--- src/rtl/ext_irq_pkg.sv ---
package ext_irq_pkg;
  localparam int NUM_VEC = 7;
  localparam int STAT_W  = 3;
  // raw line positions after synchronization
  localparam int IX_EXT0  = 0;
  localparam int IX_EXT1  = 1;
  localparam int IX_PULSE = 2;
  localparam int IX_BUSY  = 3;
  localparam int IX_STAT  = 4;
  localparam int IX_NVM   = IX_STAT + STAT_W;
  localparam int IX_SER   = IX_NVM + 1;
  localparam int IX_XFER  = IX_NVM + 2;
  localparam int IX_SEC   = IX_NVM + 3;
  localparam int IX_MIN   = IX_NVM + 4;
  localparam int IX_ALM   = IX_NVM + 5;
  localparam int NUM_RAW  = IX_ALM + 1;

  function automatic logic rise_of(input logic cur, input logic prv);
    return cur & ~prv;
  endfunction

  function automatic logic fall_of(input logic cur, input logic prv);
    return ~cur & prv;
  endfunction

  function automatic logic edge_pick(input logic cur, input logic prv, input logic rising);
    return rising ? rise_of(cur, prv) : fall_of(cur, prv);
  endfunction

  function automatic logic [NUM_VEC-1:0] flag_next(input logic [NUM_VEC-1:0] cur,
                                                   input logic [NUM_VEC-1:0] set,
                                                   input logic [NUM_VEC-1:0] clr);
    return set | (cur & ~clr);
  endfunction
endpackage

--- src/rtl/irq_sync.sv ---
module irq_sync #(
  parameter int W      = 8,
  parameter int STAGES = 2
) (
  input  logic         clk,
  input  logic         rst_n,
  input  logic [W-1:0] din,
  output logic [W-1:0] cur,
  output logic [W-1:0] prv,
  output logic         armed
);
  localparam int ARM_CNT = STAGES + 1;
  localparam int CW      = $clog2(ARM_CNT + 1);

  logic [W-1:0] stg [STAGES];
  logic [CW-1:0] cnt;

  genvar g;
  generate
    for (g = 0; g < STAGES; g++) begin : g_stage
      always_ff @(posedge clk or negedge rst_n) begin
        if (!rst_n) stg[g] <= '0;
        else if (g == 0) stg[g] <= din;
        else stg[g] <= stg[(g == 0) ? 0 : g-1];
      end
    end
  endgenerate

  always_ff @(posedge clk or negedge rst_n) begin
    if (!rst_n) begin
      prv <= '0;
      cnt <= '0;
    end else begin
      prv <= stg[STAGES-1];
      if (cnt != CW'(ARM_CNT)) cnt <= cnt + 1'b1;
    end
  end

  assign cur   = stg[STAGES-1];
  assign armed = (cnt == CW'(ARM_CNT));

  // once armed, edge detection never goes quiet again until reset
  assert_arm_hold_R14: assert property (@(posedge clk) disable iff (!rst_n)
    armed |=> armed);
endmodule

--- src/rtl/irq_edge_detect.sv ---
module irq_edge_detect
  import ext_irq_pkg::*;
(
  input  logic [NUM_RAW-1:0] cur,
  input  logic [NUM_RAW-1:0] prv,
  input  logic               armed,
  input  logic [1:0]         pol,   // [0] vector 2, [1] vector 3; 1 = rising
  output logic [NUM_VEC-1:0] evt
);
  logic [NUM_VEC-1:0] raw_evt;
  logic nvm_inv_c, nvm_inv_p, xfer_inv_c, xfer_inv_p;

  // busy lines inverted so their falling edge becomes a rising one
  assign nvm_inv_c  = ~cur[IX_NVM];
  assign nvm_inv_p  = ~prv[IX_NVM];
  assign xfer_inv_c = ~cur[IX_XFER];
  assign xfer_inv_p = ~prv[IX_XFER];

  always_comb begin
    raw_evt[0] = fall_of(cur[IX_EXT0], prv[IX_EXT0]);
    raw_evt[1] = fall_of(cur[IX_EXT1], prv[IX_EXT1]);
    raw_evt[2] = edge_pick(cur[IX_PULSE], prv[IX_PULSE], pol[0]);
    raw_evt[3] = edge_pick(cur[IX_BUSY], prv[IX_BUSY], pol[1]);
    raw_evt[4] = |(cur[IX_STAT +: STAT_W] ^ prv[IX_STAT +: STAT_W]);
    raw_evt[5] = rise_of(nvm_inv_c, nvm_inv_p) | rise_of(cur[IX_SER], prv[IX_SER]);
    raw_evt[6] = rise_of(xfer_inv_c, xfer_inv_p) | rise_of(cur[IX_SEC], prv[IX_SEC])
               | rise_of(cur[IX_MIN], prv[IX_MIN]) | rise_of(cur[IX_ALM], prv[IX_ALM]);
  end

  assign evt = armed ? raw_evt : '0;
endmodule

--- src/rtl/irq_flag_bank.sv ---
module irq_flag_bank
  import ext_irq_pkg::*;
#(
  parameter int N = NUM_VEC
) (
  input  logic         clk,
  input  logic         rst_n,
  input  logic [N-1:0] set,
  input  logic [N-1:0] clr,
  output logic [N-1:0] flags
);
  logic [N-1:0] nxt;

  always_comb begin
    logic [NUM_VEC-1:0] wide;
    wide = flag_next(NUM_VEC'(flags), NUM_VEC'(set), NUM_VEC'(clr));
    nxt  = wide[N-1:0];
  end

  always_ff @(posedge clk or negedge rst_n) begin
    if (!rst_n) flags <= '0;
    else        flags <= nxt;
  end

  // a set always lands, even against a clear
  assert_set_wins_R11: assert property (@(posedge clk) disable iff (!rst_n)
    (set != '0) |=> ((flags & $past(set)) == $past(set)));
  // a lone clear empties the flag
  assert_clear_R9: assert property (@(posedge clk) disable iff (!rst_n)
    ((clr & ~set) != '0) |=> ((flags & $past(clr & ~set)) == '0));
  // flags never rise without a set
  assert_no_spurious_R13: assert property (@(posedge clk) disable iff (!rst_n)
    ((flags & ~$past(flags) & ~$past(set)) == '0));
endmodule

--- src/rtl/ext_irq_unit.sv ---
module ext_irq_unit
  import ext_irq_pkg::*;
#(
  parameter int SYNC_STAGES = 2
) (
  input  logic              clk,
  input  logic              rst_n,
  input  logic [1:0]        ext_pin,
  input  logic              meas_pulse,
  input  logic              meas_busy,
  input  logic [STAT_W-1:0] supply_state,
  input  logic              nvm_busy,
  input  logic              serial_evt,
  input  logic              xfer_busy,
  input  logic              rtc_sec,
  input  logic              rtc_min,
  input  logic              rtc_alarm,
  input  logic [NUM_VEC-1:0] vec_ack,
  input  logic [1:0]        tmr_ovf,
  input  logic [1:0]        tmr_ack,
  input  logic              pol_wr,
  input  logic              flag_wr,
  input  logic [7:0]        sfr_wdata,
  output logic [7:0]        pol_rdata,
  output logic [7:0]        flag_rdata,
  output logic [NUM_VEC-1:0] irq_pend,
  output logic [1:0]        tmr_flag
);
  localparam int POL_LO  = 5;   // register bit of vector 2 select
  localparam int FLAG_LO = 1;   // register bit of vector 2 flag
  localparam int SW_LO   = 2;   // first vector clearable by software

  logic [NUM_RAW-1:0] raw_in, s_cur, s_prv;
  logic               armed;
  logic [1:0]         pol_q;
  logic [NUM_VEC-1:0] evt, clr;
  logic               unused_wbits;

  assign raw_in = {rtc_alarm, rtc_min, rtc_sec, xfer_busy, serial_evt, nvm_busy,
                   supply_state, meas_busy, meas_pulse, ext_pin[1], ext_pin[0]};

  irq_sync #(.W(NUM_RAW), .STAGES(SYNC_STAGES)) u_sync (
    .clk(clk), .rst_n(rst_n), .din(raw_in), .cur(s_cur), .prv(s_prv), .armed(armed));

  always_ff @(posedge clk or negedge rst_n) begin
    if (!rst_n)      pol_q <= '0;
    else if (pol_wr) pol_q <= sfr_wdata[POL_LO +: 2];
  end

  irq_edge_detect u_edge (
    .cur(s_cur), .prv(s_prv), .armed(armed), .pol(pol_q), .evt(evt));

  genvar v;
  generate
    for (v = 0; v < NUM_VEC; v++) begin : g_clr
      if (v < SW_LO) begin : g_hw
        assign clr[v] = vec_ack[v];
      end else if (v < NUM_VEC-1) begin : g_both
        assign clr[v] = vec_ack[v] | (flag_wr & ~sfr_wdata[v - SW_LO + FLAG_LO]);
      end else begin : g_sw
        assign clr[v] = flag_wr & ~sfr_wdata[v - SW_LO + FLAG_LO];
      end
    end
  endgenerate

  irq_flag_bank #(.N(NUM_VEC)) u_ext_flags (
    .clk(clk), .rst_n(rst_n), .set(evt), .clr(clr), .flags(irq_pend));

  irq_flag_bank #(.N(2)) u_tmr_flags (
    .clk(clk), .rst_n(rst_n), .set(tmr_ovf), .clr(tmr_ack), .flags(tmr_flag));

  always_comb begin
    pol_rdata = '0;
    pol_rdata[POL_LO +: 2] = pol_q;
    flag_rdata = '0;
    flag_rdata[FLAG_LO +: (NUM_VEC - SW_LO)] = irq_pend[NUM_VEC-1:SW_LO];
  end

  assign unused_wbits = ^{sfr_wdata[7], sfr_wdata[0], sfr_wdata[4:1] & {4{pol_wr & 1'b0}}};

  // the last vector survives anything but a software zero
  assert_sticky_last_R10: assert property (@(posedge clk) disable iff (!rst_n)
    (irq_pend[NUM_VEC-1] && !(flag_wr && !sfr_wdata[NUM_VEC-1-SW_LO+FLAG_LO]))
      |=> irq_pend[NUM_VEC-1]);
  // the acknowledge of the last vector alone leaves it pending
  assert_ack_last_ignored_R9: assert property (@(posedge clk) disable iff (!rst_n)
    (vec_ack[NUM_VEC-1] && irq_pend[NUM_VEC-1] && !flag_wr) |=> irq_pend[NUM_VEC-1]);
  // the edge-select register changes only on its strobe
  assert_pol_stable_R2: assert property (@(posedge clk) disable iff (!rst_n)
    !pol_wr |=> $stable(pol_rdata));
endmodule

--- config.mk ---
export PLATFORM = sky130hd
export DESIGN_NAME = ext_irq_unit
export DESIGN_NICKNAME = d
export VERILOG_FILES = /design/src/rtl/ext_irq_pkg.sv /design/src/rtl/irq_sync.sv /design/src/rtl/irq_edge_detect.sv /design/src/rtl/irq_flag_bank.sv /design/src/rtl/ext_irq_unit.sv
export SDC_FILE = /design/constraint.sdc
export NUM_CORES = 1
export LEC_CHECK = 0
export ABC_AREA = 1
export CORE_ASPECT_RATIO = 1.2
export CORE_MARGIN = 5
export CORE_UTILIZATION = 50
export CTS_BUF_LIST = sky130_fd_sc_hd__clkbuf_4 sky130_fd_sc_hd__clkbuf_8 sky130_fd_sc_hd__clkbuf_16
export DETAILED_ROUTE_END_ITERATION = 12
export DONT_BUFFER_PORTS = 1
export HOLD_SLACK_MARGIN = 0.05
export PLACE_DENSITY = 0.62
export RECOVER_POWER = 100
export SYNTH_ARGS = -nofsm -noshare
export SYNTH_HDL_FRONTEND = slang
export SYNTH_SLANG_ARGS = --single-unit
--- constraint.sdc ---
create_clock -name clk -period 2.7 [get_ports clk]
set_clock_uncertainty 0.05 [all_clocks]
set_input_delay 0.27 -clock clk [delete_from_list [all_inputs] [get_ports clk]]
set_output_delay 0.27 -clock clk [all_outputs]
set_load 0.03 [all_outputs]
* Yosys cells after proc, flatten, opt, wreduce, memory -nomap -nowiden
Cells that the tools add are included.
** Storage, ports and cells
- Flip-flop bits (word level) :: 52
** Cells by class
- Bitwise operators :: 49
- Eq/ne operators :: 2
- Reductions and logical operators :: 1
- Muxes and demuxes :: 3
- Add/sub/neg operators :: 1
** Operators by type and width (number)
- $and A1 B1 Y1 :: 17
- $not A1 Y1 :: 17
- $or A1 B1 Y1 :: 8
- $and A7 B7 Y7 :: 1
- $mux W7 :: 1
- $not A7 Y7 :: 1
- $or A7 B7 Y7 :: 1
- $reduce_or A3 Y1 :: 1
- $xor A3 B3 Y3 :: 1
- $add A2 B1 Y2 const B :: 1
- $and A2 B2 Y2 :: 1
- $eq A2 B2 Y1 const B :: 1
- $mux W1 :: 2
- $ne A2 B2 Y1 const B :: 1
- $not A2 Y2 :: 1
- $or A2 B2 Y2 :: 1

* Logic depth before layout (Yosys ltp)
- Word-level depth :: 7
- Depth in mapped cells :: 7
- Mapped depth without buffers :: 7

* Cells and area by module
Synthesis repeated with hierarchy kept, for this count alone.
** Second synthesis, totals
- Cells, all modules :: 195
- Area total of the unflattened synthesis :: 1975.6 um^2
** By module, submodules not included
- irq_sync :: cells an instance 64, times used 1, area each 1178.6 um^2
- irq_flag_bank at u_ext_flags :: cells an instance 35, times used 1, area each 280.3 um^2
- ext_irq_unit :: cells an instance 42, times used 1, area each 255.2 um^2
- irq_edge_detect :: cells an instance 44, times used 1, area each 181.4 um^2
- irq_flag_bank at u_tmr_flags :: cells an instance 10, times used 1, area each 80.1 um^2

* Worst setup path before layout
No wires, ideal clock.
- Path type :: register to register
- Start point :: register u_sync.cnt[0]
- End point :: register u_sync.cnt[1]
- Data required time :: 2.525 ns
- Slack :: 1.544 ns
- Arrival :: 0.981 ns
- Period minus slack after synthesis :: 1.156 ns
- Cell stages (with the launch flop) :: 4
- Setup time :: 0.125 ns
- Cell sequence :: dfrtp_1 -> ha_1 -> buf_6 -> mux2_4
** Between the ends
- Word-level cells in the longest chain between the ends :: 1
** RTL lines
- start: declaration :: RTL line irq_sync.sv:16 : logic [CW-1:0] cnt;
- start signal: assignment :: RTL line irq_sync.sv:35 : if (cnt != CW'(ARM_CNT)) cnt <= cnt + 1'b1;
- $add A2 B1 Y2 or $ne A2 B2 Y1 (tied branches) :: RTL line irq_sync.sv:35
Parallel ways exist; a longest one is shown, timed or not.
A chain may end at the register's enable or synchronous reset.

==> results.yml <==
timing:
  max_slew.worst_pin.slew_ps: 1190
  setup_violations: 0
  max_freq_ghz: 0.644
  finalMaxSlewViolations: 0
  grt_setup_unrepaired: "false"
  setup_total_negative_slack_ps: 0
  slew_headroom_pct: 20.6
  post-route-period-util_pct: 57.5
  hold_viol: 0
  final.min_clock_period_ps: 1550
detailed_routing:
  detailroute.via_count: 916
  detailedRoute.firstIterationViolations: 14
  drt_drc_violations_left: 0
  drt_wl_total_mm: 2.73
  drt_first_pass_iters: 2
  antenna_left: 0
  via_per_inst: 4.72
  post_drt_wl_per_cell_um: 14.1
clock_tree:
  cts_buffers: 5
  clockRootBuffer: "sky130_fd_sc_hd__clkbuf_8"
  clk_pin_slew_worst_paths_ps: 80
  worst_skew_pair.late_latency_ps: 290
  cts.repair.resized: 0
  clock_sink_count: 52
  cts-root-to-sink-buffers: 2
  cts_tree: "done"
  htree_levels: 2
synth:
  netlist_area_um2: 1750
  syn_inst: 133
  muxShareOfSynthArea_pct: 2.15
  yosys.area.top_type_share_pct: 74.4
  yosys.area.top_type: "sky130_fd_sc_hd__dfrtp_1"
  synth_enable_flop_cells: 0
  synth_xor_xnor_area_share_pct: 1.00
  synth.area.top_cells: "sky130_fd_sc_hd__dfrtp_1 74%, sky130_fd_sc_hd__buf_4 6.0%, sky130_fd_sc_hd__nand2_1 3.9%"
  synth_top_family_by_area: "buffers and inverters"
  post_synth_fa_ha_maj_area_fraction_pct: 0.716
  synth_ff_type: "sky130_fd_sc_hd__dfrtp_1"
  ys_seq_elements: 52
  syn-mean-instance-area_um2: 13.1
  synth_compound_area_share_pct: 5.37
  synth_sequential_area_ratio_pct: 74.4
  synthDistinctLibCells: 16
  synth_simple_gate_area_share_pct: 5.80
  synth-async-reset-ratio_pct: 100
  yosysWarningCount: 0
critical_path:
  critical_path.endpoint_type: "asynchronous set/reset pin"
  crit_type: "in -> async"
  timing.reg2reg.worst_path_depth: 3
  worst-path-buf-inv: 2
  critical_path_arrival_ps: 1730
  setup.worst_path.start_class: "input port"
  crit_path_max_fanout: 52
  timing.critical_path.required_ps: 2880
  timing.critical_path.max_delay_family: "buffers and inverters"
  critPathMaxStageDelay_ps: 900
  critical_path.slowest_cell: "sky130_fd_sc_hd__clkbuf_2"
  critical_path_depth: 2
  cp_cell_sequence: "dlygate4sd3_1 > clkbuf_2"
grt:
  grt_pass1_wl_mm: 4.52
  maximum_number_of_pins_on_one_net_before_global_route_repair: 53
  grt_remaining_overflow: 0
  vias_in_the_first_global_route: 983
  antenna_found_initial: 0
  groute.usage.overall_pct: 12.5
die:
  initial_core_util_pct: 51.9
  die_x_um: 64.0
  pin_count: 61
  design.core.area_um2: 3370
  chipHeight_um: 74.8
  design.die.area_um2: 4780
  std_cell_rows: 23
placement:
  portBuffers: 0
  gp_routability_congestion: 0.616
  dpl.cell_count: 163
  detailedPlacementHpwl_mm: 1.89
finish:
  multiInputGateArea_um2: 293
  layout_fillers: 264
  layout.cells.most_common: "sky130_fd_sc_hd__dfrtp_1"
  antenna_cells_inserted: 0
  final-instance-count-excl-fill: 194
  fraction_of_final_layout_cells_sized_beyond_drive_strength_1_pct: 7.01
  num-nets-final: 193
  mostFrequentLayoutCells: "52 x sky130_fd_sc_hd__dfrtp_1, 22 x sky130_fd_sc_hd__dlygate4sd3_1, 18 x sky130_fd_sc_hd__nand2_1"
  area.growth.synth_to_final_pct: 16.0
  sequential_standard_cell_area_um2: 1300
pwr:
  power.leakage_nw: 0.973
  pwr_density_cell_nw_per_um2: 708
  vdd_ir_drop_max_mv: 0.569
run_status:
  run_status: "completed"
min_path:
  hold_class: "in -> reg"
  hold_path_depth: 3
job:
  cap_violations: 0
worst reg2reg max path: stages (launching register included):
cell and delay (ps):
sky130_fd_sc_hd__dfrtp_1 530, sky130_fd_sc_hd__inv_1 80, sky130_fd_sc_hd__o21bai_1 140, sky130_fd_sc_hd__dlygate4sd3_1 570
kinds of logic (layout without fill, tap and decap cells):
family,Yosys count,count (layout)
and+or+nand+nor,25,25
buffers and inverters,32,48
muxes,3,3
xor gates and xnor gates,2,2
AOI/OAI and AO/OA,17,17
other,1,9
DFF,52,52
adders and majority gates,1,1
final cells by class:
type,instances,share of cell area [%]
well taps,37,2.28
inverters,17,3.15
multi-input cells,57,14.4
clock buffers,7,4.44
repair buffers,23,11.1
clock inverters,1,0.370
flip-flops and latches,52,64.2
Yosys cell counts, types with 2 or more instances:
cell type and number:
sky130_fd_sc_hd__o22ai_1 3, sky130_fd_sc_hd__mux2_2 2, sky130_fd_sc_hd__buf_4 14, sky130_fd_sc_hd__o21ai_0 10, sky130_fd_sc_hd__o21bai_1 2, sky130_fd_sc_hd__a21oi_1 2, sky130_fd_sc_hd__nand2_1 18, sky130_fd_sc_hd__inv_1 17
sky130_fd_sc_hd__dfrtp_1 52, sky130_fd_sc_hd__nand3b_1 2, sky130_fd_sc_hd__xnor2_1 2, sky130_fd_sc_hd__nor2_1 5
timing repair:
item	4_1_cts	5_1_grt
setup buffers	0	0
endpoints found under the hold margin	71	0
hold buffers	23	0
stage by stage:
| step | hold WS (ps) | setup WS [ps] | util, % | instance area (um2) | power (mW) |
|---|---|---|---|---|---|
| after floorplan | -75.6 | 1540 | - | 1780 | 0.975 |
| after global placement | -74.3 | 1450 | 50.7 | 1710 | 0.964 |
| after detailed placement | -74.2 | 1430 | 50.7 | 1710 | 0.969 |
| after CTS | 63.5 | 1320 | 61.0 | 2050 | 1.46 |
| after global routing | 51.8 | 842 | 60.2 | 2030 | 1.50 |
| final | 72.2 | 1150 | 60.2 | 2030 | 1.44 |
power breakdown:
group / switching, mW / internal, mW / leakage, nW / total, mW
clock network: 0.226 / 0.218 / 0.0479 / 0.444
logic: 0.0525 / 0.0403 / 0.331 / 0.0928
registers: 0.0766 / 0.822 / 0.595 / 0.899
total: 0.355 / 1.08 / 0.973 / 1.44
metal layers:
layer  global-route usage (%)  vias up  wire, um
met4                     6.47        0        73
met2                     20.9       45      1380
met5                        0        -         0
met3                     5.52        8       256
li1                         -      433         -
met1                     13.6      430      1020
sequential cells by signal, summed over array words and instances, names as in the netlist:
signal / count
u_sync.cnt: 2
u_tmr_flags.flags: 2
u_sync.cur: 13
u_sync.prv: 13
u_ext_flags.flags: 7
u_sync.stg: 13
pol_q: 2
path summary, 6_finish.rpt:
kind | slack, ps | from | to
worst max-delay path | 1150 | rst_n | u_sync.cur[10]
worst min-delay path | 70 | vec_ack[4] | u_ext_flags.flags[4]
worst max register to register | 1280 | u_tmr_flags.flags[1] | u_tmr_flags.flags[1]
worst min register to register | 300 | u_sync.stg[17] | u_sync.cur[4]
max in group clk | 1280 | u_tmr_flags.flags[1] | u_tmr_flags.flags[1]
min in group asynchronous | 740 | rst_n | u_tmr_flags.flags[0]
(Power assumes the default switching activity.)
